--- src/rtl/wwdt_keyed.sv ---
module wwdt_keyed #(
  parameter int BASE_LOG2 = 14
) (
  input  logic       clk,
  input  logic       rst_n,
  input  logic       wd_en,
  input  logic [2:0] tsel,
  input  logic       win_en,
  input  logic       svc_wr,
  input  logic [7:0] svc_data,
  output logic       rst_req,
  output logic       wd_fired
);
  localparam int CW = BASE_LOG2 + 11;
  localparam logic [7:0] KEY_A = 8'h55;
  localparam logic [7:0] KEY_B = 8'hAA;

  logic [CW-1:0] cnt, per, open_at;
  logic [3:0]    plog;
  logic          armed, run, late, is_a, is_b, bad, good_b, expire, fire;

  always_comb begin
    case (tsel)
      3'd1:    plog = 4'd0;
      3'd2:    plog = 4'd2;
      3'd3:    plog = 4'd4;
      3'd4:    plog = 4'd6;
      3'd5:    plog = 4'd8;
      3'd6:    plog = 4'd9;
      default: plog = 4'd10;
    endcase
  end

  assign per     = CW'(1) << (BASE_LOG2 + int'(plog));
  assign open_at = per - (per >> 2);
  assign run     = wd_en && (tsel != 3'd0);
  assign late    = cnt >= open_at;
  assign is_a    = svc_data == KEY_A;
  assign is_b    = svc_data == KEY_B;

  assign bad    = run && svc_wr &&
                  (!(is_a || is_b) || (win_en && !late) || (is_b && !armed) || (is_a && armed));
  assign good_b = run && svc_wr && is_b && !bad;
  assign expire = run && !good_b && (cnt >= per - CW'(1));
  assign fire   = bad || expire;

  always_ff @(posedge clk or negedge rst_n) begin
    if (!rst_n) begin
      cnt      <= '0;
      armed    <= 1'b0;
      rst_req  <= 1'b0;
      wd_fired <= 1'b0;
    end else begin
      rst_req  <= fire;
      wd_fired <= wd_fired || fire;
      if (!run || fire || good_b) begin
        cnt   <= '0;
        armed <= 1'b0;
      end else begin
        cnt <= cnt + CW'(1);
        if (svc_wr && is_a) armed <= 1'b1;
      end
    end
  end
endmodule

--- config.mk ---
export PLATFORM = sky130hd
export DESIGN_NAME = wwdt_keyed
export DESIGN_NICKNAME = d
export VERILOG_FILES = /design/src/rtl/wwdt_keyed.sv
export SDC_FILE = /design/constraint.sdc
export NUM_CORES = 1
export LEC_CHECK = 0
export BUFFER_PORTS_ARGS = -buffer_cell sky130_fd_sc_hd__buf_4
export CAP_MARGIN = 20
export CORE_MARGIN = 2
export CORE_UTILIZATION = 35
export DETAILED_ROUTE_END_ITERATION = 8
export PLACE_DENSITY = 0.49
export SLEW_MARGIN = 40
export SYNTH_ARGS = -nofsm -noshare
export SYNTH_HDL_FRONTEND = slang
export SYNTH_SLANG_ARGS = --single-unit
--- constraint.sdc ---
create_clock -name clk -period 3.2 [get_ports clk]
set_input_delay 0.16 -clock clk [delete_from_list [all_inputs] [get_ports clk]]
set_output_delay 0.16 -clock clk [all_outputs]
set_load 0.1 [all_outputs]
* Word level (Yosys, flattened, before mapping)
Cells that the tools add are included.
Word-level totals: bits in registers 28, input port bits 16, output and inout port bits 2, word-level logic and storage cells 50
Operators by class: $add $sub $neg 4, order comparisons 2, equality and inequality tests 8, shifts and indexed selects 1, muxes and demuxes 4, reduce and logical (&&, ||, !) cells 27
Operators by type and width (count):
- greater-or-equal comparator 25 bit | 2
- adder 25 x 1 -> 25 bit, second input constant | 1
- 2-to-1 mux 25 bit | 1
- left shift 1 x 5 -> 25 bit, first input constant | 1
- subtractor 25 x 1 -> 25 bit, second input constant | 1
- subtractor 25 x 23 -> 25 bit | 1
- case mux 4 bit (6 select lines) | 1
- logical AND 1 bit | 11
- == test 3 bit, second input constant | 3
- == test 8 x 7 -> 1 bit, second input constant | 1
- == test 8 bit, second input constant | 1
- logical OR 1 bit | 8
- == test 3 x 2 -> 1 bit, second input constant | 2
- logical NOT 1 bit | 6
- adder 4 x 4 -> 5 bit, first input constant | 1
- == test 3 x 1 -> 1 bit, second input constant | 1
- nonzero test 3 bit | 1
- 2-to-1 mux 1 bit | 2
- nonzero test 2 bit | 1

* Depth between registers and ports, before layout
Gate-level depths: netlist of run 1.
word-level depth 21, gate-level depth with buffers 29

* Least setup slack after synthesis of run 1
No wires, ideal clock.
path type input to register, start in tsel[2], end reg cnt[9], setup time 0.072 ns, arrival time 5.769 ns, path slack -2.640 ns, stages 26, buffers on the path 5, cell sequence clkbuf_1 buf_1 nand2_1 xnor2_1 ha_1 buf_2 nor4b_1 nand2_1 inv_1 ha_1 o211ai_1 a21o_1 a21oi_1 o41a_1 a31o_2 a21oi_1 xor2_1 ha_1 nand4_1 or4_1 nand3_1 a211oi_1 or4b_1 buf_2 buf_6 nor2_1
On the way: word-level cells in the longest chain between the ends 21, elaborated cells on any way between the ends 33, classes of those cells add/sub (3); order compare (2); eq/ne (6); shift (1); mux (2); reduce/logical (19)
Ends and longest elaborated chain:
- start: declaration | line 7 | input logic [2:0] tsel,
- == test 3 bit, or another cell as far along | line 23 | case (tsel)
- case mux 4 bit (6 select lines) | line 23
- adder 4 x 4 -> 5 bit | line 34 | assign per = CW'(1) << (BASE_LOG2 + int'(plog));
- left shift 1 x 5 -> 25 bit | line 34
- subtractor 25 x 23 -> 25 bit | line 35 | assign open_at = per - (per >> 2);
- greater-or-equal comparator 25 bit | line 37 | assign late = cnt >= open_at;
- logical NOT 1 bit | line 42 | (!(is_a || is_b) || (win_en && !late) || (is_b && !armed) || (is_a && armed));
- logical AND 1 bit | line 42
- [4 not listed]
- logical NOT 1 bit | line 43 | assign good_b = run && svc_wr && is_b && !bad;
- logical AND 1 bit | line 43
- logical NOT 1 bit | line 44 | assign expire = run && !good_b && (cnt >= per - CW'(1));
- logical AND 1 bit (2 in a row) | line 44
- logical OR 1 bit | line 45 | assign fire = bad || expire;
- logical OR 1 bit | line 56 | if (!run || fire || good_b) begin
- logical OR 1 bit * | line 56
- 2-to-1 mux 25 bit * | line 56
- end signal: assignment | line 60 | cnt <= cnt + CW'(1);
- end: declaration | line 18 | logic [CW-1:0] cnt, per, open_at;
Every way passes the cells marked *; elsewhere a longest branch is shown, timed or not. A chain may end at the register's enable or synchronous reset.

* Worst setup path in the final report of run 1
start in tsel[2], end reg cnt[5]
Same word-level chain as after synthesis.

==> flow_metrics.env, run 1 <==
export IMPL_status="finished, violations left"
export IMPL_violations="setup timing"
export IMPL_async_flop_share_pct=100
export IMPL_antenna_found_initial=0
export IMPL_core_area_um2=10300
export IMPL_ir_drop_mv=0.241
export IMPL_crit_type="input port to register"
export IMPL_ant_nets=0
export IMPL_die_area_um2=11400
export IMPL_yosysUniqueCellTypes=58
export IMPL_first_pass_iters=5
export IMPL_cts_root_buf="clkbuf_8"
export IMPL_first_iter_violations=116
export IMPL_diodes=0
export IMPL_worstReg2RegEnd="cnt[5]"
export IMPL_leakage_nw=2.49
export IMPL_die_y_um=107
export IMPL_track_usage_pct=20.2
export IMPL_cp_required_ns=3.41
export IMPL_power_density_nw_per_um2=237
export IMPL_start_kind="input port"
export IMPL_max_freq_mhz=225
export IMPL_cts_tree="done"
export IMPL_syn_inst=472
export IMPL_final_util_pct=51.1
export IMPL_critPathMaxStageDelay_ns=0.51
export IMPL_final_cell_area_um2=5250
export IMPL_first_global_vias=3905
export IMPL_layout_commonest_cell="buf_4"
export IMPL_clk_latency_ns=0.28
export IMPL_yosysWarnings=0
export IMPL_finalSetupTns_ns=-33.66
export IMPL_setup_violations=28
export IMPL_finClkSkew_ns=0.00784
export IMPL_layout_setup_ws_ns=-1.25
export IMPL_port_buffers=17
export IMPL_reg2reg_slack_ns=0.14
export IMPL_wl_per_cell_um=14.8
export IMPL_final_cell_mix="buf_4, ha_1, nor2_1"
export IMPL_yosysSeqAreaShare_pct=19.0
export IMPL_routed_via_density=5.17
export IMPL_crit_reg2reg_launch="cnt[6]"
export IMPL_placed_area_um2=4730
export IMPL_cp_num_cells=25
export IMPL_cts_max_level=1
export IMPL_cp_end_kind="register"
export IMPL_worst_pin_slew_ns=0.762
export IMPL_crit_slowest_cell="or4b_4"
export IMPL_min_period_over_period_pct=139
export IMPL_fin_nets=683
export IMPL_cts_inserted_buffers=3
export IMPL_ioPinCount=18
export IMPL_totalWireLength_um=11000
export IMPL_syn_area_um2=3690
export IMPL_synth_edf_count=0
export IMPL_grt_start_max_net_pins=29
export IMPL_drive_gt1_share_pct=29.8
export IMPL_critPathTopFamily="simple AND/OR/NAND/NOR gates"
export IMPL_path_buf_inv=5
export IMPL_drc_errors=0
export IMPL_hold_path_class="input port to register"
export IMPL_synth_seq_cells=28
export IMPL_crit_fanout=7
export IMPL_cp_startpoint="tsel[2]"
export IMPL_die_x_um=107
export IMPL_rr_worst_depth=10
export IMPL_clockBufferDepth=2
export IMPL_num_vias=3850
export IMPL_rows=37
export IMPL_hold_viol=0
export IMPL_preCtsSetupSlack_ns=-1.85
export IMPL_clkSlewWorstSetupHoldPaths_ns=0.10
export IMPL_rsz0062_at_grt="true"
export IMPL_cts_sinks=28
export IMPL_drv_slew=0
export IMPL_arrival_ns=4.66
export IMPL_start_util_pct=35.9
export IMPL_area_growth_syn_to_layout_pct=42.4
export IMPL_grt_pass1_wl_um=18600
export IMPL_maxSlewHeadroom_pct=48.8
export IMPL_grt_overflow_total=0
export IMPL_cap_violations=0
export IMPL_crit_end="cnt[5]"
export IMPL_synth_area_per_cell_um2=7.81
export IMPL_gp_congestion=0.792
export IMPL_hpwl_um=8400
export IMPL_ys_flop_type="dfrtp_1"
export IMPL_fin_crit_ns=4.45
## stage by stage
stage,instances,total power [W],hold slack (ns)
6_report,744,0.00124,0.161
4_1_cts,741,0.00123,0.155
3_5_place_dp,720,0.000937,0.0989
3_3_place_gp,720,0.000930,0.101
2_1_floorplan,496,0.000714,-0.136
5_1_grt,744,0.00134,0.185
## cell usage after synthesis (all sizes together) (5+ instances only)
cell    number  area share (%)
ha          58              20
nor2        54             5.5
nand2       41             4.2
a21oi       29             3.9
dfrtp       28              19
xor2        26             6.2
nand3       25             3.4
inv         23             2.3
o21ai       19             2.6
xnor2       14             3.3
nand2b      12             2.0
a21o        11             2.2
clkbuf      11             1.1
nand4       10             1.7
buf          8             1.5
and4         7             1.7
nor2b        7             1.2
nor3         6            0.81
a211oi       5             1.0
a31oi        5            0.85
and3         5            0.85
nand3b       5             1.0
o211ai       5             1.0
## worst min-delay path by stage
stage	startpoint	to	slack [ns]	cells past startpoint
floorplan	rst_n	armed	-0.14	0
global placement	rst_n	cnt[23]	0.10	1
detailed placement	rst_n	cnt[23]	0.1	1
CTS	svc_wr	armed	0.16	3
global route	svc_wr	armed	0.18	3
finish	svc_wr	armed	0.16	3
## power by group
group	internal, W	switching [W]
sequential	0.000355	0.00000275
combinational	0.000336	0.000328
clock	0.000110	0.000110
## area by class of cell
class | count | area (µm²)
clock buffer | 4 | 55.1
fill | 1022 | 5030
tap | 136 | 170
timing repair buffer | 127 | 1050
sequential | 28 | 701
inverter | 23 | 86.3
multi-input combinational | 426 | 3190
## sequential cells by signal, summed over array words and instances, names as in the netlist
| signal | flops |
|---|---|
| cnt | 25 |
| wd_fired | 1 |
| armed | 1 |
| rst_req | 1 |
## worst register-to-register path, delay by kind of cell (launching register included)
family / cells / cell delay, ns
adder cells (fa/ha/maj): 1 / 0.31
buffers and inverters: 2 / 0.30
AO/OA/AOI/OAI: 2 / 0.47
flip-flops: 1 / 0.45
AND/OR/NAND/NOR: 5 / 1.48
## per-layer routing
layer  wire length (µm)  global-route usage (%)
met1               5190                    27.2
met2               5420                    35.6
met3                231                   0.729
met4                197                    5.10
met5                  0                       0
## logic make-up after synthesis
family,Yosys count,synth area share (%)
buf+inv,42,4.96
simple gates,195,27.6
other cells,2,0.204
compound gates,106,18.8
flops,28,19.0
mux,1,0.272
xor+xnor,40,9.50
fa+ha+maj,58,19.7
## timing repair
action / in CTS / in global routing
hold endpoints to repair: 28 / 0
gates resized for setup: 45 / 9
hold buffers: 1 / 0
gates cloned: 2 / 1
pin swaps: 15 / 1
endpoints found under the setup margin: 28 / 28
setup buffers: 14 / 2
Note: power is estimated with default switching activity, not from simulation.
==> run 2, diff against run 1 <==
- PLACE_DENSITY: 0.49 -> 0.46
==> run 2 against run 1 <==
  * Critical path depth fell by 1
  * Wire length fell by 0.95%
  * Clock power fell by 15%
  * Fmax fell by 1.8%
  * Final area rose by 1.8%
  * The run still ends with setup timing left
  * Highest routed layer unchanged
  * Via count fell by 0.49%
  * Sequential power barely moved
  * Global-route usage barely moved
  * Register-to-register slack improved by 0.05 ns
  * Clock-buffer cell count fell by 1
  * Largest power group unchanged
==> flow_metrics.env, run 2 (synthesis results as in run 1) <==
export IMPL_area_growth_syn_to_layout_pct=45.0
export IMPL_gp_congestion=0.871
export IMPL_cts_inserted_buffers=3
export IMPL_grt_start_max_net_pins=29
export IMPL_crit_fanout=6
export IMPL_routed_via_density=5.16
export IMPL_finalNonFillerCells=742
export IMPL_maxSlewHeadroom_pct=50.3
export IMPL_rr_worst_depth=9
export IMPL_first_iter_violations=132
export IMPL_track_usage_pct=20.2
export IMPL_cp_required_ns=3.41
export IMPL_leakage_nw=2.48
export IMPL_violations="setup timing"
export IMPL_diodes=0
export IMPL_ant_nets=0
export IMPL_drive_gt1_share_pct=33.0
export IMPL_hold_viol=0
export IMPL_crit_slowest_cell="or4b_4"
export IMPL_clkSlewWorstSetupHoldPaths_ns=0.09
export IMPL_layout_commonest_cell="buf_4"
export IMPL_hold_slack_ns=0.232
export IMPL_wl_per_cell_um=14.7
export IMPL_cap_violations=0
export IMPL_worstReg2RegEnd="cnt[13]"
export IMPL_finClkSkew_ns=0.00971
export IMPL_ioPinCount=18
export IMPL_power_density_nw_per_um2=229
export IMPL_worst_pin_slew_ns=0.739
export IMPL_first_global_vias=3920
export IMPL_first_pass_iters=4
export IMPL_cts_max_level=1
export IMPL_cts_sinks=28
export IMPL_setup_violations=28
export IMPL_antenna_found_initial=0
export IMPL_arrival_ns=4.74
export IMPL_largest_reg_flops=25
export IMPL_hpwl_um=8450
export IMPL_die_area_um2=11400
export IMPL_status="finished, violations left"
export IMPL_min_period_over_period_pct=142
export IMPL_grt_overflow_total=0
export IMPL_rows=37
export IMPL_die_y_um=107
export IMPL_ir_drop_mv=0.315
export IMPL_core_area_um2=10300
export IMPL_die_x_um=107
export IMPL_critPathTopFamily="simple AND/OR/NAND/NOR gates"
export IMPL_crit_type="input port to register"
export IMPL_crit_end="cnt[13]"
export IMPL_max_freq_mhz=221
export IMPL_fin_nets=682
export IMPL_drc_errors=0
export IMPL_drv_slew=0
export IMPL_final_cell_mix="buf_4, ha_1, nand2_1"
export IMPL_grt_pass1_wl_um=18900
export IMPL_top_register="cnt"
export IMPL_critPathMaxStageDelay_ns=0.65
export IMPL_num_vias=3831
export IMPL_cp_end_kind="register"
export IMPL_crit_reg2reg_launch="cnt[6]"
export IMPL_rsz0062_at_grt="true"
export IMPL_reg2reg_slack_ns=0.19
export IMPL_cts_root_buf="clkbuf_8"
export IMPL_placed_cells=723
export IMPL_totalWireLength_um=10900
export IMPL_clk_latency_ns=0.27
export IMPL_cp_num_cells=24
export IMPL_start_kind="input port"
export IMPL_final_util_pct=52.0
export IMPL_port_buffers=17
export IMPL_start_util_pct=35.9
export IMPL_clockBufferDepth=2
export IMPL_path_cells="buf_8 -> nand2b_4 -> o21ai_4 -> inv_2 -> ha_4 -> nor4b_4 -> nand2_1 -> inv_2 -> ha_4 -> o211ai_1 -> a21o_1 -> a21oi_2 -> o41a_1 -> a31o_2 -> a21oi_2 -> xor2_1 -> ha_1 -> nand4_1 -> or4_1 -> nand3_2 -> a211oi_2 -> or4b_4 -> clkbuf_16 -> nor2_1"
export IMPL_hold_path_class="input port to register"
export IMPL_cp_startpoint="tsel[1]"
export IMPL_cts_tree="done"
export IMPL_path_buf_inv=4
export IMPL_fin_crit_ns=4.53
export IMPL_layout_setup_ws_ns=-1.33
[run 2: final cells by class]
class	count	area [µm²]
fill	1025	4930
tap	136	170
sequential	28	701
inverter	23	86.3
multi-input combinational	426	3310
clock buffer	3	41.3
timing repair buffer	126	1040
[run 2: worst register-to-register path, stage by stage, from the launching register on]
cell,delay [ns]
dfrtp_1,0.45
ha_1,0.31
and4_1,0.19
nand3_1,0.08
a31oi_1,0.09
or4_1,0.53
a221o_1,0.38
or4b_4,0.61
clkbuf_16,0.22
nor2_1,0.09
[run 2: layer usage]
metal,global-route usage (%),part of all wire (%)
met5,0,0
met3,0.729,1.1
met2,34.7,49
met1,28.1,49
met4,5.10,0.86
[run 2: repair_timing]
item                                   in CTS  in global routing
pin swaps                                  37                 15
cloned                                      2                  1
buffers inserted                           10                  2
setup endpoints to repair                  28                 28
gates resized for setup                    45                 40
hold buffers                                1                  0
endpoints found under the hold margin      28                  0
[run 2: worst min-delay path by stage]
stage / start / cells past startpoint / end / slack (ns)
6_report: svc_wr / 3 / armed / 0.23
5_1_grt: svc_wr / 3 / armed / 0.25
4_1_cts: svc_wr / 3 / armed / 0.23
3_5_place_dp: rst_n / 1 / wd_fired / 0.10
3_3_place_gp: rst_n / 1 / wd_fired / 0.1
2_1_floorplan: rst_n / 0 / armed / -0.14
[run 2: stage by stage]
step	total power [W]	setup TNS (ns)	setup WS (ns)	cell area (µm²)
after global routing	0.00133	-40.60	-1.51	5350
after global placement	0.000940	-47.92	-1.76	4770
after CTS	0.00119	-35.94	-1.33	5140
after detailed placement	0.000945	-50.09	-1.85	4770
final	0.00122	-35.42	-1.33	5350
after floorplan	0.000714	-43.30	-1.62	3930
[run 2: report_power, final]
group	internal (W)	leakage (nW)	switching, W	total (W)
logic	0.000346	2.08	0.000334	0.000680
clock network	0.0000844	0.0216	0.000101	0.000186
registers	0.000355	0.385	0.00000329	0.000358
total	0.000785	2.48	0.000438	0.00122
==> run 3, diff against run 2 <==
- SKIP_LAST_GASP: unset -> 1
==> run 3 against run 2 <==
  * The run still ends with setup timing left
  * Core utilization decreased by 0.097 points
  * Setup slack better by 0.0027 ns
  * Clock power about the same
  * Sequential share of layout area about the same
  * Sequential cell count stayed put
  * Final area fell by 0.19%
  * Power about the same
  * Critical path type unchanged
==> flow_metrics.env, run 3 (synthesis results as in run 1) <==
export IMPL_ir_drop_mv=0.316
export IMPL_power_frac_clock_pct=15.1
export IMPL_layout_commonest_cell="buf_4"
export IMPL_leakage_nw=2.48
export IMPL_final_cell_area_um2=5340
export IMPL_violations="setup timing"
export IMPL_min_path_cells=3
export IMPL_grt_start_max_net_pins=29
export IMPL_layout_setup_ws_ns=-1.33
export IMPL_cp_required_ns=3.40
export IMPL_wl_per_cell_um=14.7
export IMPL_start_util_pct=35.9
export IMPL_arrival_ns=4.73
export IMPL_cts_sinks=28
export IMPL_top_register="cnt"
export IMPL_hold_path_class="input port to register"
export IMPL_die_y_um=107
export IMPL_cap_violations=0
export IMPL_drive_gt1_share_pct=32.7
export IMPL_num_vias=3835
export IMPL_drv_slew=0
export IMPL_maxSlewHeadroom_pct=50.3
export IMPL_hold_viol=0
export IMPL_placed_area_um2=4770
export IMPL_cts_root_buf="clkbuf_8"
export IMPL_share_seq_of_total_power_pct=29.3
export IMPL_critPathMaxStageDelay_ns=0.65
export IMPL_fin_crit_ns=4.53
export IMPL_fin_nets=682
export IMPL_gp_congestion=0.871
export IMPL_first_global_vias=3920
export IMPL_final_cell_mix="buf_4, ha_1, nand2_1"
export IMPL_pwr_share_comb_pct=55.5
export IMPL_ff_latch_area_um2=701
export IMPL_hpwl_um=8450
export IMPL_totalWireLength_um=10900
export IMPL_drc_errors=0
export IMPL_crit_type="input port to register"
export IMPL_fillers=1024
export IMPL_worst_pin_slew_ns=0.740
export IMPL_largest_reg_flops=25
export IMPL_cts_max_level=1
export IMPL_cp_end_kind="register"
export IMPL_ant_nets=0
export IMPL_power_density_nw_per_um2=229
export IMPL_path_cells="buf_8 -> nand2b_4 -> o21ai_4 -> inv_2 -> ha_4 -> nor4b_4 -> nand2_1 -> inv_2 -> ha_4 -> o211ai_1 -> a21o_1 -> a21oi_2 -> o41a_1 -> a31o_2 -> a21oi_2 -> xor2_1 -> ha_1 -> nand4_1 -> or4_1 -> nand3_2 -> a211oi_2 -> or4b_4 -> clkbuf_16 -> nor2_1"
export IMPL_crit_slowest_cell="or4b_4"
export IMPL_switching_share_pct=35.8
export IMPL_rsz0062_at_grt="true"
export IMPL_crit_fanout=6
export IMPL_cts_inserted_buffers=3
export IMPL_clkSlewWorstSetupHoldPaths_ns=0.08
export IMPL_ioPinCount=18
export IMPL_routed_via_density=5.17
export IMPL_core_area_um2=10300
export IMPL_setup_violations=28
export IMPL_rr_worst_depth=9
export IMPL_first_pass_iters=4
export IMPL_area_growth_syn_to_layout_pct=44.7
export IMPL_multi_input_area_um2=3300
export IMPL_max_freq_mhz=221
export IMPL_power_switching_w=0.000437
export IMPL_start_kind="input port"
export IMPL_track_usage_pct=20.2
export IMPL_cts_tree="done"
export IMPL_antenna_found_initial=0
export IMPL_die_x_um=107
export IMPL_first_iter_violations=139
export IMPL_finClkSkew_ns=0.00897
export IMPL_diodes=0
export IMPL_port_buffers=17
export IMPL_rows=37
export IMPL_internal_power_w=0.000785
export IMPL_clk_latency_ns=0.27
export IMPL_grt_overflow_total=0
export IMPL_status="finished, violations left"
export IMPL_die_area_um2=11400
export IMPL_clockBufferDepth=2
export IMPL_preCtsSetupSlack_ns=-1.85
export IMPL_grt_pass1_wl_um=18900
export IMPL_min_period_over_period_pct=142
export IMPL_reg2reg_slack_ns=0.19
==> run 3: cell types whose count changed in the layout (fill, tap and decap cells not counted) <==
cell and change:
nor2_1 +2, nor2_2 -1, nor2_4 -1
==> run 3: final timing paths <==
check                          from        to
max                         tsel[1]   cnt[17]
min in group asynchronous     rst_n    cnt[1]
min reg2reg                wd_fired  wd_fired
max reg2reg                  cnt[6]   cnt[17]
max in group asynchronous     rst_n   cnt[20]
min                          svc_wr     armed
==> run 3: cell type report <==
type	count	share of cell area [%]
Clock buffer	3	0.774
Multi-Input combinational cell	426	61.8
Sequential cell	28	13.1
Tap cell	136	3.19
Inverter	23	1.62
Timing Repair Buffer	126	19.4
==> run 3: stage by stage <==
| stage | total power (W) | cells | setup TNS [ns] | hold WS [ns] | utilization (%) |
|---|---|---|---|---|---|
| 5_1_grt | 0.00133 | 742 | -40.62 | 0.254 | 51.9 |
| 3_3_place_gp | 0.000940 | 723 | -47.92 | 0.0980 | 46.4 |
| 3_5_place_dp | 0.000945 | 723 | -50.09 | 0.101 | 46.4 |
| 6_report | 0.00122 | 742 | -35.46 | 0.233 | 51.9 |
| 2_1_floorplan | 0.000714 | 496 | -43.30 | -0.136 | - |
| 4_1_cts | 0.00119 | 739 | -35.94 | 0.230 | 50.1 |
==> run 3: routing by layer <==
metal  part of all wire (%)  wire, µm  global-route usage [%]  vias up
met5                      0         0                       0        -
met3                    1.3       140                   0.729        8
met4                    1.0       111                    5.10        0
met1                     49      5340                    28.1     1814
met2                     49      5350                    34.7       44
li1                       -         -                       -     1969
==> run 3: power by group through the flow <==
stage / logic, W / clock network [W] / registers [W]
2_1_floorplan: 0.000344 / 0 / 0.000369
3_3_place_gp: 0.000575 / 0 / 0.000365
3_5_place_dp: 0.000580 / 0 / 0.000365
4_1_cts: 0.000641 / 0.000193 / 0.000358
5_1_grt: 0.000756 / 0.000211 / 0.000359
6_report: 0.000679 / 0.000185 / 0.000358
==> run 3: worst max-delay path, delay by kind of cell <==
kind | cells | cell delay (ns)
simple gates | 8 | 1.90
compound gates | 8 | 1.47
fa+ha+maj | 3 | 0.63
buf+inv | 4 | 0.47
xor+xnor | 1 | 0.09
==> run 3: timing repair <==
| action | CTS | global route |
|---|---|---|
| hold endpoints to repair | 28 | 0 |
| hold buffers | 1 | 0 |
| buffers inserted | 10 | 2 |
| setup endpoints to repair | 28 | 28 |
| cloned | 2 | 1 |
| pin swaps | 37 | 15 |
| gates resized for setup | 45 | 37 |
